<file path="src/rtl/wdt_dual_overflow_pkg.sv">
package wdt_dual_overflow_pkg;

  localparam int ADDR_W = 5;
  localparam int DATA_W = 32;

  // register index = byte offset / 4
  localparam logic [2:0] IDX_CTRL    = 3'd0;
  localparam logic [2:0] IDX_SET     = 3'd1;
  localparam logic [2:0] IDX_ELAPSED = 3'd2;
  localparam logic [2:0] IDX_SERVICE = 3'd3;
  localparam logic [2:0] IDX_PECTL   = 3'd4;
  localparam logic [2:0] IDX_PEEN    = 3'd5;

  // strobes from control to datapath
  typedef struct packed {
    logic commitCtrl;
    logic commitSet;
    logic commitElapsed;
    logic commitPeCtl;
    logic commitPeEn;
    logic service;
  } wdtStrobe_t;

endpackage

</file>
<file path="src/rtl/wdt_ctrl.sv">
module wdt_ctrl
  import wdt_dual_overflow_pkg::*;
#(
  parameter int SYNC_BUS = 9,
  parameter int SYNC_OSC = 6
) (
  input  logic              clk,
  input  logic              rst,
  input  logic              oscTick,
  input  logic [ADDR_W-1:0] busAddr,
  input  logic              busWe,
  input  logic [DATA_W-1:0] busWdata,
  input  logic              overflow,
  input  logic              forceReset,
  output wdtStrobe_t        strobe,
  output logic [DATA_W-1:0] commitData,
  output logic              busy,
  output logic              irq,
  output logic              wdtReset
);

  localparam int BCW = $clog2(SYNC_BUS + 1);
  localparam int OCW = $clog2(SYNC_OSC + 1);
  localparam logic [BCW-1:0] BUS_LAST = BCW'(SYNC_BUS);
  localparam logic [OCW-1:0] OSC_LAST = OCW'(SYNC_OSC);

  logic [2:0]     reqIdx;
  logic           reqMapped;
  logic           reqService;
  logic           accept;
  logic           commitNow;
  logic [2:0]     pendIdx;
  logic [BCW-1:0] busCnt;
  logic [OCW-1:0] oscCnt;

  assign reqIdx     = busAddr[4:2];
  assign reqMapped  = (reqIdx <= IDX_PEEN);
  assign reqService = (reqIdx == IDX_SERVICE);
  assign accept     = busWe && !busy && reqMapped && !reqService;
  assign commitNow  = busy && (busCnt == BUS_LAST) && (oscCnt == OSC_LAST);

  // synchronisation stage for every write except the service write
  always_ff @(posedge clk) begin
    if (rst) begin
      busy       <= 1'b0;
      pendIdx    <= '0;
      commitData <= '0;
      busCnt     <= '0;
      oscCnt     <= '0;
    end else if (accept) begin
      busy       <= 1'b1;
      pendIdx    <= reqIdx;
      commitData <= busWdata;
      busCnt     <= '0;
      oscCnt     <= '0;
    end else if (busy) begin
      if (commitNow) begin
        busy <= 1'b0;
      end else begin
        if (busCnt != BUS_LAST) busCnt <= busCnt + 1'b1;
        if (oscTick && (oscCnt != OSC_LAST)) oscCnt <= oscCnt + 1'b1;
      end
    end
  end

  always_comb begin
    strobe               = '0;
    strobe.commitCtrl    = commitNow && (pendIdx == IDX_CTRL);
    strobe.commitSet     = commitNow && (pendIdx == IDX_SET);
    strobe.commitElapsed = commitNow && (pendIdx == IDX_ELAPSED);
    strobe.commitPeCtl   = commitNow && (pendIdx == IDX_PECTL);
    strobe.commitPeEn    = commitNow && (pendIdx == IDX_PEEN);
    strobe.service       = busWe && reqService && busWdata[0];
  end

  // overflow tracking: first overflow flags, second one resets
  always_ff @(posedge clk) begin
    if (rst) begin
      irq <= 1'b0;
    end else if (strobe.service) begin
      irq <= 1'b0;
    end else if (overflow) begin
      irq <= 1'b1;
    end
  end

  always_ff @(posedge clk) begin
    if (rst) begin
      wdtReset <= 1'b0;
    end else if (forceReset || (overflow && irq && !strobe.service)) begin
      wdtReset <= 1'b1;
    end
  end

endmodule

</file>
<file path="src/rtl/wdt_datapath.sv">
module wdt_datapath
  import wdt_dual_overflow_pkg::*;
#(
  parameter int TIMEOUT_W     = 12,
  parameter int PRESCALE_LOG2 = 20
) (
  input  logic              clk,
  input  logic              rst,
  input  logic              oscTick,
  input  wdtStrobe_t        strobe,
  input  logic [DATA_W-1:0] commitData,
  input  logic [ADDR_W-1:0] busAddr,
  input  logic              irq,
  input  logic              resetOut,
  output logic              overflow,
  output logic              forceReset,
  output logic [DATA_W-1:0] busRdata
);

  localparam int CW      = TIMEOUT_W + PRESCALE_LOG2;
  localparam int SET_LSB = DATA_W - TIMEOUT_W;
  localparam logic [PRESCALE_LOG2-1:0] PRE_ONES = '1;

  logic                 enabled;
  logic [TIMEOUT_W-1:0] setVal;
  logic [TIMEOUT_W-1:0] periodVal;
  logic                 peCtl;
  logic [CW-1:0]        elapsed;
  logic [CW-1:0]        limit;
  logic                 atLimit;
  logic                 advance;

  // last count of a period: (v+1)*2^P - 1
  assign limit   = {periodVal, PRE_ONES};
  assign atLimit = (elapsed == limit);
  assign advance = enabled && oscTick && !resetOut;

  assign overflow   = advance && atLimit && !strobe.service;
  assign forceReset = strobe.commitPeEn && commitData[0] && !peCtl;

  always_ff @(posedge clk) begin
    if (rst) begin
      enabled   <= 1'b0;
      periodVal <= '0;
    end else if (strobe.commitCtrl && commitData[0] && !enabled) begin
      enabled   <= 1'b1;
      periodVal <= setVal;
    end
  end

  always_ff @(posedge clk) begin
    if (rst) begin
      setVal <= '0;
    end else if (strobe.commitSet) begin
      setVal <= commitData[DATA_W-1:SET_LSB];
    end
  end

  always_ff @(posedge clk) begin
    if (rst) begin
      peCtl <= 1'b0;
    end else if (strobe.commitPeCtl) begin
      peCtl <= commitData[0];
    end
  end

  always_ff @(posedge clk) begin
    if (rst) begin
      elapsed <= '0;
    end else if (strobe.service || strobe.commitElapsed) begin
      elapsed <= '0;
    end else if (advance) begin
      elapsed <= atLimit ? '0 : elapsed + 1'b1;
    end
  end

  always_comb begin
    busRdata = '0;
    unique case (busAddr[4:2])
      IDX_CTRL:    busRdata[0] = enabled;
      IDX_SET:     busRdata = {setVal, {SET_LSB{1'b0}}};
      IDX_ELAPSED: busRdata = 32'(elapsed);
      IDX_SERVICE: busRdata[0] = irq;
      IDX_PECTL:   busRdata[0] = peCtl;
      default:     busRdata = '0;
    endcase
  end

endmodule

</file>
<file path="src/rtl/wdt_dual_overflow.sv">
module wdt_dual_overflow
  import wdt_dual_overflow_pkg::*;
#(
  parameter int TIMEOUT_W     = 12,
  parameter int PRESCALE_LOG2 = 20,
  parameter int SYNC_BUS      = 9,
  parameter int SYNC_OSC      = 6
) (
  input  logic        clk,
  input  logic        rst,
  input  logic        oscTick,
  input  logic [4:0]  busAddr,
  input  logic        busWe,
  input  logic [31:0] busWdata,
  output logic [31:0] busRdata,
  output logic        busy,
  output logic        irq,
  output logic        wdtReset
);

  wdtStrobe_t        strobe;
  logic [DATA_W-1:0] commitData;
  logic              overflow;
  logic              forceReset;

  wdt_ctrl #(
    .SYNC_BUS(SYNC_BUS),
    .SYNC_OSC(SYNC_OSC)
  ) u_ctrl (
    .clk       (clk),
    .rst       (rst),
    .oscTick   (oscTick),
    .busAddr   (busAddr),
    .busWe     (busWe),
    .busWdata  (busWdata),
    .overflow  (overflow),
    .forceReset(forceReset),
    .strobe    (strobe),
    .commitData(commitData),
    .busy      (busy),
    .irq       (irq),
    .wdtReset  (wdtReset)
  );

  wdt_datapath #(
    .TIMEOUT_W    (TIMEOUT_W),
    .PRESCALE_LOG2(PRESCALE_LOG2)
  ) u_dp (
    .clk       (clk),
    .rst       (rst),
    .oscTick   (oscTick),
    .strobe    (strobe),
    .commitData(commitData),
    .busAddr   (busAddr),
    .irq       (irq),
    .resetOut  (wdtReset),
    .overflow  (overflow),
    .forceReset(forceReset),
    .busRdata  (busRdata)
  );

endmodule

</file>
<file path="config.mk">
export PLATFORM = sky130hd
export DESIGN_NAME = wdt_dual_overflow
export DESIGN_NICKNAME = d
export VERILOG_FILES = /design/src/rtl/wdt_dual_overflow_pkg.sv /design/src/rtl/wdt_ctrl.sv /design/src/rtl/wdt_datapath.sv /design/src/rtl/wdt_dual_overflow.sv
export SDC_FILE = /design/constraint.sdc
export NUM_CORES = 1
export LEC_CHECK = 0
export ABC_AREA = 1
export BUFFER_PORTS_ARGS = -buffer_cell sky130_fd_sc_hd__buf_2
export CORE_MARGIN = 3
export CORE_UTILIZATION = 50
export DETAILED_ROUTE_END_ITERATION = 12
export PLACE_DENSITY_LB_ADDON = 0.15
export SYNTH_ARGS = -nofsm -noshare
export SYNTH_HDL_FRONTEND = slang
export SYNTH_HIERARCHICAL = 1
export SYNTH_SLANG_ARGS = --single-unit
export TNS_END_PERCENT = 50
</file>
<file path="constraint.sdc">
create_clock -name clk -period 2.1 [get_ports clk]
set_clock_uncertainty 0.15 [all_clocks]
set_input_delay 0.105 -clock clk [delete_from_list [all_inputs] [get_ports clk]]
set_output_delay 0.105 -clock clk [all_outputs]
set_load 0.05 [all_outputs]
</file>
==> results_dict.tcl <==
set metrics [dict create \
    status "completed" \
    end_kind "flip-flop" \
    h-tree-depth 3 \
    syn_area_per_cell_um2 6.53 \
    min_path_cells 4 \
    grt.total_usage_pct 21.5 \
    die-area_um2 10200 \
    grt_pass1_vias 3965 \
    clock-sinks 84 \
    grt_pass1_wl_mm 17.8 \
    finalHoldViolCount 0 \
    nNetsFinal 804 \
    crit_fanout 9 \
    cp_top_family "simple AND/OR/NAND/NOR gates" \
    clock.fmax_ghz 0.504 \
    dp_hpwl_mm 7.67 \
    yosysWarnings 6 \
    arrival_ns 2.09 \
    max_cap_viol_count 0 \
    drtIter0Drc 190 \
    power_frac_seq_pct 53.6 \
    ant_nets 0 \
    drc 0 \
    via_per_inst 4.98 \
    wl_per_cell_um 12.4 \
    antennaDiodeCount 0 \
    crit_top_cell "nor3_2" \
    syn_area_um2 4500 \
    synthCells 689 \
    finalCriticalPeriod_ns 1.98 \
    cts_tree "yes" \
    die_x_um 101 \
    drt_wl_total_mm 10.7 \
    cp_num_buf_inv 3 \
    swShare_pct 24.8 \
    clkPwrFrac_pct 39.1 \
    vias 4326 \
    dp_slack_ns 0.0517 \
    gp_congestion 0.861 \
    stdcell_area_um2 5310 \
    drt-pass1-iter-count 5 \
    grt_max_degree 30 \
    crit_chain "inv_2 > ha_2 > nand2_1 > nor2_2 > nand4_1 > nor3_2 > nor3_2 > buf_4 > nand2_8 > clkbuf_16 > nor2_1" \
    pwr-share-comb_pct 7.3 \
    initial_utilization_pct 53.2 \
    hp-class "in2reg" \
    slowest_stage "dfxtp_2" \
    worstSetupPathDepth 11 \
    insertion_delay_ns 0.35 \
    p_leak_nw 2.26 \
    fillers 762 \
    floorplan.io_pins 76 \
    crit_path_start_kind "flip-flop" \
    io_buffers 54 \
    rows 33 \
    final_cell_mix "169 x nand2_1, 144 x nor2_1, 104 x inv_1, 81 x dfxtp_1, 54 x buf_2" \
    tightestPinTransition_ns 0.476 \
    root_buffer "clkbuf_8" \
    max-vdd-ir-drop_v 0.000292 \
    die_h_um 101 \
    setup_viol 0 \
    crit_type "reg2reg" \
    final.setup.worst_slack_ns 0.116 \
    synth_nets 735 \
    reg2reg_depth 11 \
    finalMaxSlewViolations 0 \
    slowest_delay_ns 0.35 \
    final_common_cell "nand2_1" \
    cts.clk_slew.worst_paths_ns 0.09 \
    coreArea_um2 8460 \
    cp.required_ns 2.20 \
    p_int_w 0.00231 \
    p_switching_w 0.000761 \
    overflow 0 \
    drive_gt1_share_pct 15.3 \
    min_period_over_period_pct 94.5 \
    max_slew_margin_pct 68.1 \
    areaGrowthSynthToFinish_pct 18.0 \
    cts_buffers 9 \
    powerDensity_nw_per_um2 578 \
    place_area_um2 4800 \
    antenna_found_initial 0 \
    clk_path_buf_depth 2 \
]
-- final cells by class --
type                            count  area (µm²)  area share, %
Sequential cell                    84        1690           31.7
Clock buffer                       10         138           2.59
Multi-Input combinational cell    472        2290           43.2
Tap cell                          105         131           2.47
Clock inverter                      6        71.3           1.34
Timing Repair Buffer               84         592           11.1
Inverter                          107         402           7.56
-- registers in the layout, summed over array words and instances (netlist names) --
name,count
u_dp/setVal,12
u_ctrl/oscCnt,3
u_ctrl/wdtReset,1
u_dp/elapsed,32
u_dp/peCtl,1
u_ctrl/commitData,13
u_dp/periodVal,12
u_dp/enabled,1
u_ctrl/busCnt,4
u_ctrl/pendIdx,3
u_ctrl/irq,1
u_ctrl/busy,1
-- per-stage QoR --
stage | setup TNS [ns] | total power (W) | util (%) | instances | hold WS (ns)
finish | 0 | 0.00307 | 62.8 | 868 | 0.0291
global route | -0.119 | 0.00320 | 62.8 | 868 | 0.0472
CTS | 0 | 0.00307 | 61.3 | 862 | 0.00968
detailed placement | 0 | 0.00186 | 56.7 | 828 | 0.172
global placement | 0 | 0.00185 | 56.7 | 828 | 0.173
floorplan | 0 | 0.00182 | - | 689 | 0.0241
-- routing by layer --
layer	track usage [%]	share of wire, %
met3	4.15	5.4
met2	35.7	46
met1	28.4	47
met4	6.22	1.7
met5	0	0
-- final timing paths --
kind / slack (ns) / start / to
hold / removal: 0.03 / busAddr[2] / u_ctrl/pendIdx[1]$_SDFFE_PP0P_
hold reg to reg: 0.31 / u_ctrl/pendIdx[2]$_SDFFE_PP0P_ / u_ctrl/pendIdx[2]$_SDFFE_PP0P_
setup reg to reg: 0.12 / u_ctrl/busCnt[1]$_SDFFE_PP0P_ / u_dp/elapsed[5]$_SDFFE_PP0N_
setup / recovery: 0.12 / u_ctrl/busCnt[1]$_SDFFE_PP0P_ / u_dp/elapsed[5]$_SDFFE_PP0N_
-- power by group through the flow --
stage / Combinational, W / Sequential, W / Clock (W)
after floorplan: 0.000140 / 0.00168 / 0
after global placement: 0.000170 / 0.00168 / 0
after detailed placement: 0.000177 / 0.00168 / 0
after CTS: 0.000202 / 0.00165 / 0.00122
after global routing: 0.000254 / 0.00165 / 0.00130
final: 0.000224 / 0.00165 / 0.00120
-- worst register-to-register path: stages (launching register included) --
cell and delay [ns]:
dfxtp_2 0.35, inv_2 0.05, ha_2 0.16, nand2_1 0.06, nor2_2 0.13, nand4_1 0.18, nor3_2 0.25, nor3_2 0.07
buf_4 0.17, nand2_8 0.10, clkbuf_16 0.17, nor2_1 0.04
-- timing repair --
item | CTS | global route
endpoints found under the setup margin | 0 | 54
hold buffers | 18 | 0
buffers inserted | 0 | 4
gates resized for setup | 0 | 13
hold endpoints to repair | 20 | 0
(Power assumes the default switching activity.)
